$ cat config.mk
export PLATFORM = sky130hd
export DESIGN_NAME = err_defer_unit
export DESIGN_NICKNAME = d
export VERILOG_FILES = /design/src/rtl/edu_pkg.sv /design/src/rtl/edu_route.sv /design/src/rtl/edu_mask.sv /design/src/rtl/edu_record.sv /design/src/rtl/err_defer_unit.sv
export SDC_FILE = /design/constraint.sdc
export NUM_CORES = 1
export LEC_CHECK = 0
export CELL_PAD_IN_SITES_DETAIL_PLACEMENT = 0
export CELL_PAD_IN_SITES_GLOBAL_PLACEMENT = 2
export CORE_MARGIN = 3
export CORE_UTILIZATION = 18
export CTS_CLUSTER_DIAMETER = 100
export DETAILED_ROUTE_END_ITERATION = 6
export PLACE_DENSITY_LB_ADDON = 0.1
export SLEW_MARGIN = 5
export SYNTH_ARGS = -nofsm -noshare
export SYNTH_HDL_FRONTEND = slang
export SYNTH_HIERARCHICAL = 1
export SYNTH_SLANG_ARGS = --single-unit
$ cat constraint.sdc
create_clock -name clk -period 3.05 [get_ports clk]
set_input_delay 0.61 -clock clk [delete_from_list [all_inputs] [get_ports clk]]
set_output_delay 0.61 -clock clk [all_outputs]
set_load 0.03 [all_outputs]
$ cat src/rtl/edu_pkg.sv
package edu_pkg;
  localparam int LVL_W   = 2;
  localparam int N_LVL   = 1 << LVL_W;
  localparam int SYN_W   = 25;
  localparam int REC_W   = 64;
  localparam int FLAG_BIT = 31;

  typedef logic [LVL_W-1:0] lvl_t;

  localparam lvl_t LVL0 = 2'd0;
  localparam lvl_t LVL1 = 2'd1;
  localparam lvl_t LVL2 = 2'd2;
  localparam lvl_t LVL3 = 2'd3;
endpackage

$ cat src/rtl/edu_route.sv
module edu_route
  import edu_pkg::*;
(
  input  logic el3_present_i,
  input  logic el3_route_i,
  input  logic el2_enabled_i,
  input  logic trap_gen_i,
  input  logic abort_route_i,
  output lvl_t target_o
);
  logic to_top, to_hyp;

  always_comb begin
    to_top = el3_present_i & el3_route_i;
    to_hyp = el2_enabled_i & (trap_gen_i | abort_route_i);
    if (to_top)      target_o = LVL3;
    else if (to_hyp) target_o = LVL2;
    else             target_o = LVL1;
  end
endmodule

$ cat src/rtl/edu_mask.sv
module edu_mask
  import edu_pkg::*;
#(
  parameter bit HOST_VIRT = 1'b1,
  parameter bit DBL_FAULT = 1'b1
) (
  input  lvl_t             cur_lvl_i,
  input  lvl_t             target_i,
  input  logic             amask_i,
  input  logic             el3_route_i,
  input  logic             trap_gen_i,
  input  logic             host_en_i,
  input  logic             nm_abort_i,
  input  logic             halted_i,
  input  logic [N_LVL-1:0] dbg_intdis_i,
  output logic             masked_o
);
  logic host_case;
  logic nm_override;
  logic in_window;
  logic bit_counts;
  logic below;
  logic dbg_block;

  generate
    if (HOST_VIRT) begin : g_hv
      assign host_case = (target_i == LVL2) & host_en_i & trap_gen_i;
    end else begin : g_no_hv
      assign host_case = 1'b0;
    end
  endgenerate

  generate
    if (DBL_FAULT) begin : g_df
      assign nm_override = el3_route_i & (cur_lvl_i == LVL3) & nm_abort_i;
    end else begin : g_no_df
      assign nm_override = 1'b0;
    end
  endgenerate

  always_comb begin
    if (target_i == LVL1)
      in_window = (cur_lvl_i == LVL0) | (cur_lvl_i == LVL1);
    else if (host_case)
      in_window = (cur_lvl_i == LVL0) | (cur_lvl_i == LVL2);
    else
      in_window = (cur_lvl_i == target_i);

    bit_counts = amask_i & ~nm_override;
    below      = (target_i < cur_lvl_i);
    dbg_block  = halted_i | dbg_intdis_i[target_i];
    masked_o   = below | dbg_block | (in_window & bit_counts);
  end
endmodule

$ cat src/rtl/edu_record.sv
module edu_record
  import edu_pkg::*;
#(
  parameter int SW = SYN_W,
  parameter int RW = REC_W
) (
  input  logic          clk,
  input  logic          rst_n,
  input  logic          barrier_i,
  input  logic          masked_i,
  input  logic          raise_i,
  input  logic [SW-1:0] syndrome_i,
  output logic [RW-1:0] record_o,
  output logic          clr_o,
  output logic          pending_o
);
  logic          defer;
  logic [RW-1:0] rec_next;

  always_comb begin
    defer    = barrier_i & pending_o & masked_i;
    rec_next = '0;
    rec_next[FLAG_BIT]  = 1'b1;
    rec_next[SW-1:0]    = syndrome_i;
  end

  always_ff @(posedge clk) begin
    if (!rst_n) begin
      record_o  <= '0;
      clr_o     <= 1'b0;
      pending_o <= 1'b0;
    end else begin
      clr_o <= defer;
      if (defer) record_o <= rec_next;
      if (raise_i)    pending_o <= 1'b1;
      else if (defer) pending_o <= 1'b0;
    end
  end
endmodule

$ cat src/rtl/err_defer_unit.sv
module err_defer_unit
  import edu_pkg::*;
#(
  parameter bit HOST_VIRT = 1'b1,
  parameter bit DBL_FAULT = 1'b1,
  parameter int SW        = SYN_W,
  parameter int RW        = REC_W
) (
  input  logic             clk,
  input  logic             rst_n,
  input  logic             barrier_i,
  input  logic [LVL_W-1:0] cur_lvl_i,
  input  logic             amask_i,
  input  logic             el3_present_i,
  input  logic             el3_route_i,
  input  logic             el2_enabled_i,
  input  logic             trap_gen_i,
  input  logic             abort_route_i,
  input  logic             host_en_i,
  input  logic             nm_abort_i,
  input  logic             halted_i,
  input  logic [N_LVL-1:0] dbg_intdis_i,
  input  logic             raise_i,
  input  logic [SW-1:0]    syndrome_i,
  output logic [RW-1:0]    record_o,
  output logic             clr_o,
  output logic             pending_o
);
  lvl_t target;
  logic masked;

  edu_route u_route (
    .el3_present_i (el3_present_i),
    .el3_route_i   (el3_route_i),
    .el2_enabled_i (el2_enabled_i),
    .trap_gen_i    (trap_gen_i),
    .abort_route_i (abort_route_i),
    .target_o      (target)
  );

  edu_mask #(.HOST_VIRT(HOST_VIRT), .DBL_FAULT(DBL_FAULT)) u_mask (
    .cur_lvl_i    (cur_lvl_i),
    .target_i     (target),
    .amask_i      (amask_i),
    .el3_route_i  (el3_route_i),
    .trap_gen_i   (trap_gen_i),
    .host_en_i    (host_en_i),
    .nm_abort_i   (nm_abort_i),
    .halted_i     (halted_i),
    .dbg_intdis_i (dbg_intdis_i),
    .masked_o     (masked)
  );

  edu_record #(.SW(SW), .RW(RW)) u_rec (
    .clk        (clk),
    .rst_n      (rst_n),
    .barrier_i  (barrier_i),
    .masked_i   (masked),
    .raise_i    (raise_i),
    .syndrome_i (syndrome_i),
    .record_o   (record_o),
    .clr_o      (clr_o),
    .pending_o  (pending_o)
  );
endmodule

---- Word level (Yosys, flattened, before mapping) ----
Cells that the tools add are included.
operators by class
  add/sub/neg operators ................... 0
  multipliers ............................. 0
  div/mod/pow operators ................... 0
  order comparisons ....................... 2
  equality and inequality tests ........... 6
  shifts and indexed selects .............. 0
  muxes and demuxes ....................... 8
  bitwise operators ....................... 17
  reductions and logical operators ........ 2
operators by type and width
  operator                                                                       count
  1-bit AND                                                                      10
  2-bit == test (second input constant)                                          3
  1-bit bitwise OR                                                               6
  1-bit two-way mux                                                              5
  2-bit by 1-bit == test with 1-bit output (second input constant)               2
  2-bit two-way mux                                                              2
  2-bit by 3-bit less-than comparator with 1-bit output (second input constant)  1
  1-bit binary-select mux with 2-bit select                                      1
  2-bit == test                                                                  1
  2-bit zero test                                                                1
  2-bit less-than comparator                                                     1
  2-bit nonzero test                                                             1
  1-bit inverter                                                                 1
storage, ports and cells
  flip-flop bits (word level) ............. 28
  latch bits .............................. 0
  bits in writable memories ............... 0
  memory bits (read-only) ................. 0
  input bits .............................. 44
  word-level logic and storage cells ...... 38
  memories ................................ 0

---- Longest topological paths before layout ----
  word-level depth ........................ 14
  depth in mapped cells ................... 11
  gate-level depth less buffers ........... 9

---- Modules after synthesis ----
The synthesis kept the hierarchy.
by module, submodules not included
  module      instances  cells an instance  area each (µm²)
  edu_record  1          156                1403.8
  edu_mask    1          16                 130.1
  edu_route   1          4                  18.8

---- Least setup slack after synthesis ----
Ideal clock, no wire load.
  path type ............................... input to register
  start ................................... input abort_route_i
  end ..................................... register u_rec.record_o[31]
  library setup time ...................... 115 ps
  arrival ................................. 2336 ps
  required time ........................... 2935 ps
  slack ................................... 599 ps
  cell stages on the path ................. 9
  cells stage by stage .................... o21ai_1 > nand2b_1 > mux4_2 > a211oi_2 > o31ai_1 > and3_4 > buf_6 > buf_8 > o21a_1
on the way
  word-level cells in the longest chain between the ends .. 12
RTL lines
  item                    RTL line              text
  from (decl)             err_defer_unit.sv:18  input logic abort_route_i,
  1-bit bitwise OR (*)    edu_route.sv:15       to_hyp = el2_enabled_i & (trap_gen_i | abort_route_i);
  1-bit AND (*)           edu_route.sv:15
  2-bit two-way mux (*)   edu_route.sv:17       else if (to_hyp) target_o = LVL2;
  2-bit two-way mux (*)   edu_route.sv:16       if (to_top) target_o = LVL3;
  via target[0]           err_defer_unit.sv:29  lvl_t target;
  2-bit == test           edu_mask.sv:27        assign host_case = (target_i == LVL2) & host_en_i & trap_gen_i;
  1-bit AND (2 in a row)  edu_mask.sv:27
  1-bit two-way mux       edu_mask.sv:44        else if (host_case)
  1-bit two-way mux       edu_mask.sv:42        if (target_i == LVL1)
  1-bit AND               edu_mask.sv:52        masked_o = below | dbg_block | (in_window & bit_counts);
  1-bit bitwise OR (*)    edu_mask.sv:52
  via masked              err_defer_unit.sv:30  logic masked;
  1-bit AND (*)           edu_record.sv:21      defer = barrier_i & pending_o & masked_i;
  to (signal assigned)    edu_record.sv:34      if (defer) record_o <= rec_next;
  to (decl)               edu_record.sv:13      output logic [RW-1:0] record_o,
The timed path passes the listed nets; every way through them passes the cells marked *. The select of a mux whose other input is x is not followed.
A chain may end at the register's enable or synchronous reset.

---- Worst setup path after layout ----
  start ................................... input trap_gen_i
  end ..................................... register u_rec.record_o[15]
on the way
  word-level cells in the longest chain between the ends .. 12
RTL lines
  item                    RTL line              text
  from (decl)             err_defer_unit.sv:17  input logic trap_gen_i,
  1-bit bitwise OR (*)    edu_route.sv:15
  1-bit AND (*)           edu_route.sv:15
  2-bit two-way mux (*)   edu_route.sv:17
  2-bit two-way mux (*)   edu_route.sv:16
  via target[0]           err_defer_unit.sv:29
  2-bit == test           edu_mask.sv:27
  1-bit AND (2 in a row)  edu_mask.sv:27
  1-bit two-way mux       edu_mask.sv:44
  1-bit two-way mux       edu_mask.sv:42
  1-bit AND               edu_mask.sv:52
  1-bit bitwise OR (*)    edu_mask.sv:52
  via masked              err_defer_unit.sv:30
  1-bit AND (*)           edu_record.sv:21
Marked as above.

==> impl_metrics.env <==
export IMPL_n_fill_cell=914
export IMPL_synth_xor_area_frac=0
export IMPL_seqCellArea_um2=561
export IMPL_design_core_area_um2=8300
export IMPL_synth_cell_types=26
export IMPL_final_common_cell="clkdlybuf4s50_1"
export IMPL_synth_compound_area_frac=0.0435
export IMPL_cp_arrival_ns=2.93
export IMPL_finalSetupViolCount=0
export IMPL_yosys_warnings=6
export IMPL_critical_path_class="input pin to register"
export IMPL_setup_tns_ns=0
export IMPL_dr_total_vias=1221
export IMPL_irDropWorstVdd_mv=0.0927
export IMPL_syn_avg_cell_area_um2=8.82
export IMPL_drtPass1Iterations=4
export IMPL_holdCritStartpoint="u_rec/record_o[19]"
export IMPL_cp_end_kind="register"
export IMPL_relSlewSlack=0.398
export IMPL_whs_path_depth=2
export IMPL_r2r_slack_ns=1.85
export IMPL_r2r_start="u_rec/pending_o"
export IMPL_fin_ws_ns=0.322
export IMPL_synth_top_cell_by_area="dfxtp_1"
export IMPL_reg2reg_to="u_rec/record_o[15]"
export IMPL_postSynthCellCount=176
export IMPL_use_met1=0.0937
export IMPL_multiInputGateArea_um2=758
export IMPL_crit_fanout=27
export IMPL_antenna_found_initial=0
export IMPL_cts_max_level=1
export IMPL_hold_violations=0
export IMPL_p_sw_uw=269
export IMPL_die_h_um=98.9
export IMPL_dp_cells=343
export IMPL_chipWidth_um=98.9
export IMPL_synth_area_mux_share=0.176
export IMPL_dieArea_um2=9780
export IMPL_portBuffers=71
export IMPL_antenna_left=0
export IMPL_cts_buffers=3
export IMPL_power_uw=842
export IMPL_finalMaxSlewViolations=0
export IMPL_holdBufCountCts=0
export IMPL_yosysSeqAreaShare=0.361
export IMPL_grt_use_met2=0.119
export IMPL_drc_errors=0
export IMPL_critPathRequiredTime_ns=3.25
export IMPL_p_comb_frac=0.301
export IMPL_diodes=0
export IMPL_final_cell_mix="70 x clkdlybuf4s50_1, 53 x nand2_1, 38 x conb_1"
export IMPL_grt_max_degree=54
export IMPL_path_clk_slew_ns=0.09
export IMPL_ys_ff_latch=28
export IMPL_post_route_util=0.267
export IMPL_cts_root_buf="clkbuf_8"
export IMPL_area_growth_pct=42.7
export IMPL_cts_max_path_buffers=2
export IMPL_hpwl_um=2840
export IMPL_grtUsageMet3=0.0205
export IMPL_postCtsSetupBuffers=0
export IMPL_period_needed_ns=2.73
export IMPL_yosysTopAreaCellShare=0.361
export IMPL_worst_skew_pair_late_latency_ns=0.27
export IMPL_synth_area_um2=1550
export IMPL_cts_tree="built"
export IMPL_yosys_area_share_adder=0.0161
export IMPL_seqPwrFrac=0.464
export IMPL_rsz0062_at_grt="no"
export IMPL_grt_pass1_wl_um=5780
export IMPL_critical_path_startpoint_type="input pin"
export IMPL_busiest_layer="met2"
export IMPL_routed_via_density=3.53
export IMPL_p_sw_frac=0.319
export IMPL_min_to="u_rec/record_o[19]"
export IMPL_drtIter0Drc=10
export IMPL_grt_pass1_vias=1195
export IMPL_cts_sinks=28
export IMPL_wl_per_cell_um=11.0
export IMPL_p_leak_nw=0.875
export IMPL_final_cells=346
export IMPL_min_path_type="register to register"
export IMPL_fmax_mhz=367
export IMPL_start_util=0.187
export IMPL_drv_cap=0
export IMPL_grt_usage=0.0726
export IMPL_finalClockSkew_ns=0.00241
export IMPL_final_nets=289
export IMPL_power_density_nw_per_um2=380
export IMPL_pin_count=110
export IMPL_cellInternalPower_uw=573
export IMPL_status="finished, final reports clean"
export IMPL_drt_wl_total_um=3800
export IMPL_clkPwrFrac=0.236
export IMPL_place_congestion=0.653
export IMPL_cts_resized=0
export IMPL_fp_row_count=33
export IMPL_grt_overflow=0
export IMPL_period_share=0.895
export IMPL_pre_cts_ws_ns=-0.00332
export IMPL_tightestPinTransition_ns=0.903
export IMPL_synthTopCellsByArea="dfxtp_1 36%, buf_4 18%, mux2i_1 16%"
export IMPL_drive_above_1_share=0.0332
export IMPL_synth_simple_area_share=0.161
export IMPL_synth_top_family_by_area="buffers and inverters"
export IMPL_r2r_cells=2
[synth_stat cells, drive strengths merged]
master,count
o31ai,1
nand4,1
o21a,2
conb,1
a211oi,1
nand2,53
a31oi,1
inv,3
a21boi,1
and2,1
and3,1
mux4,1
o21ai,2
ha,2
nand2b,2
buf,47
mux2i,25
and4b,1
nand3,1
a311oi,1
dfxtp,28
[area by class of cell]
type | count | area share
multi-input combinational | 135 | 0.342
timing repair buffer | 72 | 0.322
sequential | 28 | 0.253
tap | 105 | 0.0593
clock buffer | 3 | 0.0186
inverter | 3 | 0.00508
[cell families (layout without fill, tap and decap cells)]
family	Yosys count	count (layout)
AO/OA/AOI/OAI	9	9
adder cells (fa/ha/maj)	2	2
buffers and inverters	50	78
flip-flops	28	28
multiplexers	26	26
other	1	38
AND/OR/NAND/NOR	60	60
[worst max-delay path, stage by stage]
cell	delay, ns
clkdlybuf4s50_1	0.44
o21ai_1	0.15
nand2b_1	0.21
inv_1	0.06
ha_1	0.28
a31oi_1	0.08
o31ai_1	0.28
and3_4	0.55
mux2i_1	0.24
[through the flow]
step,hold slack (ns),area (µm²)
6_report,0.462,2220
5_1_grt,0.485,2220
4_1_cts,0.467,2220
3_5_place_dp,0.452,2170
3_3_place_gp,0.447,2170
2_1_floorplan,0.579,1690
[worst max path at each step]
stage / startpoint / to / slack (ns) / cells past startpoint
floorplan: abort_route_i / u_rec/record_o[31] / 0.60 / 9
global placement: trap_gen_i / u_rec/record_o[11] / 0.01 / 9
detailed placement: trap_gen_i / u_rec/record_o[8] / -0.003 / 9
CTS: trap_gen_i / u_rec/record_o[8] / 0.29 / 9
global route: trap_gen_i / u_rec/record_o[8] / 0.11 / 9
finish: trap_gen_i / u_rec/record_o[15] / 0.32 / 9
[flip-flops by register name, summed over array words and instances, names as in the netlist]
name             cells
u_rec/record_o      26
u_rec/pending_o      1
u_rec/clr_o          1
[layer usage]
layer,wire [µm],vias up
met4,21,0
li1,-,625
met5,0,-
met1,1740,536
met3,329,2
met2,1700,58
[power groups by stage]
stage / clock network, mW / logic (mW) / registers (mW)
after floorplan: 0 / 0.166 / 0.430
after global placement: 0 / 0.257 / 0.399
after detailed placement: 0 / 0.255 / 0.399
after CTS: 0.219 / 0.256 / 0.391
after global routing: 0.230 / 0.272 / 0.393
final: 0.199 / 0.253 / 0.390
(Power assumes the default switching activity.)
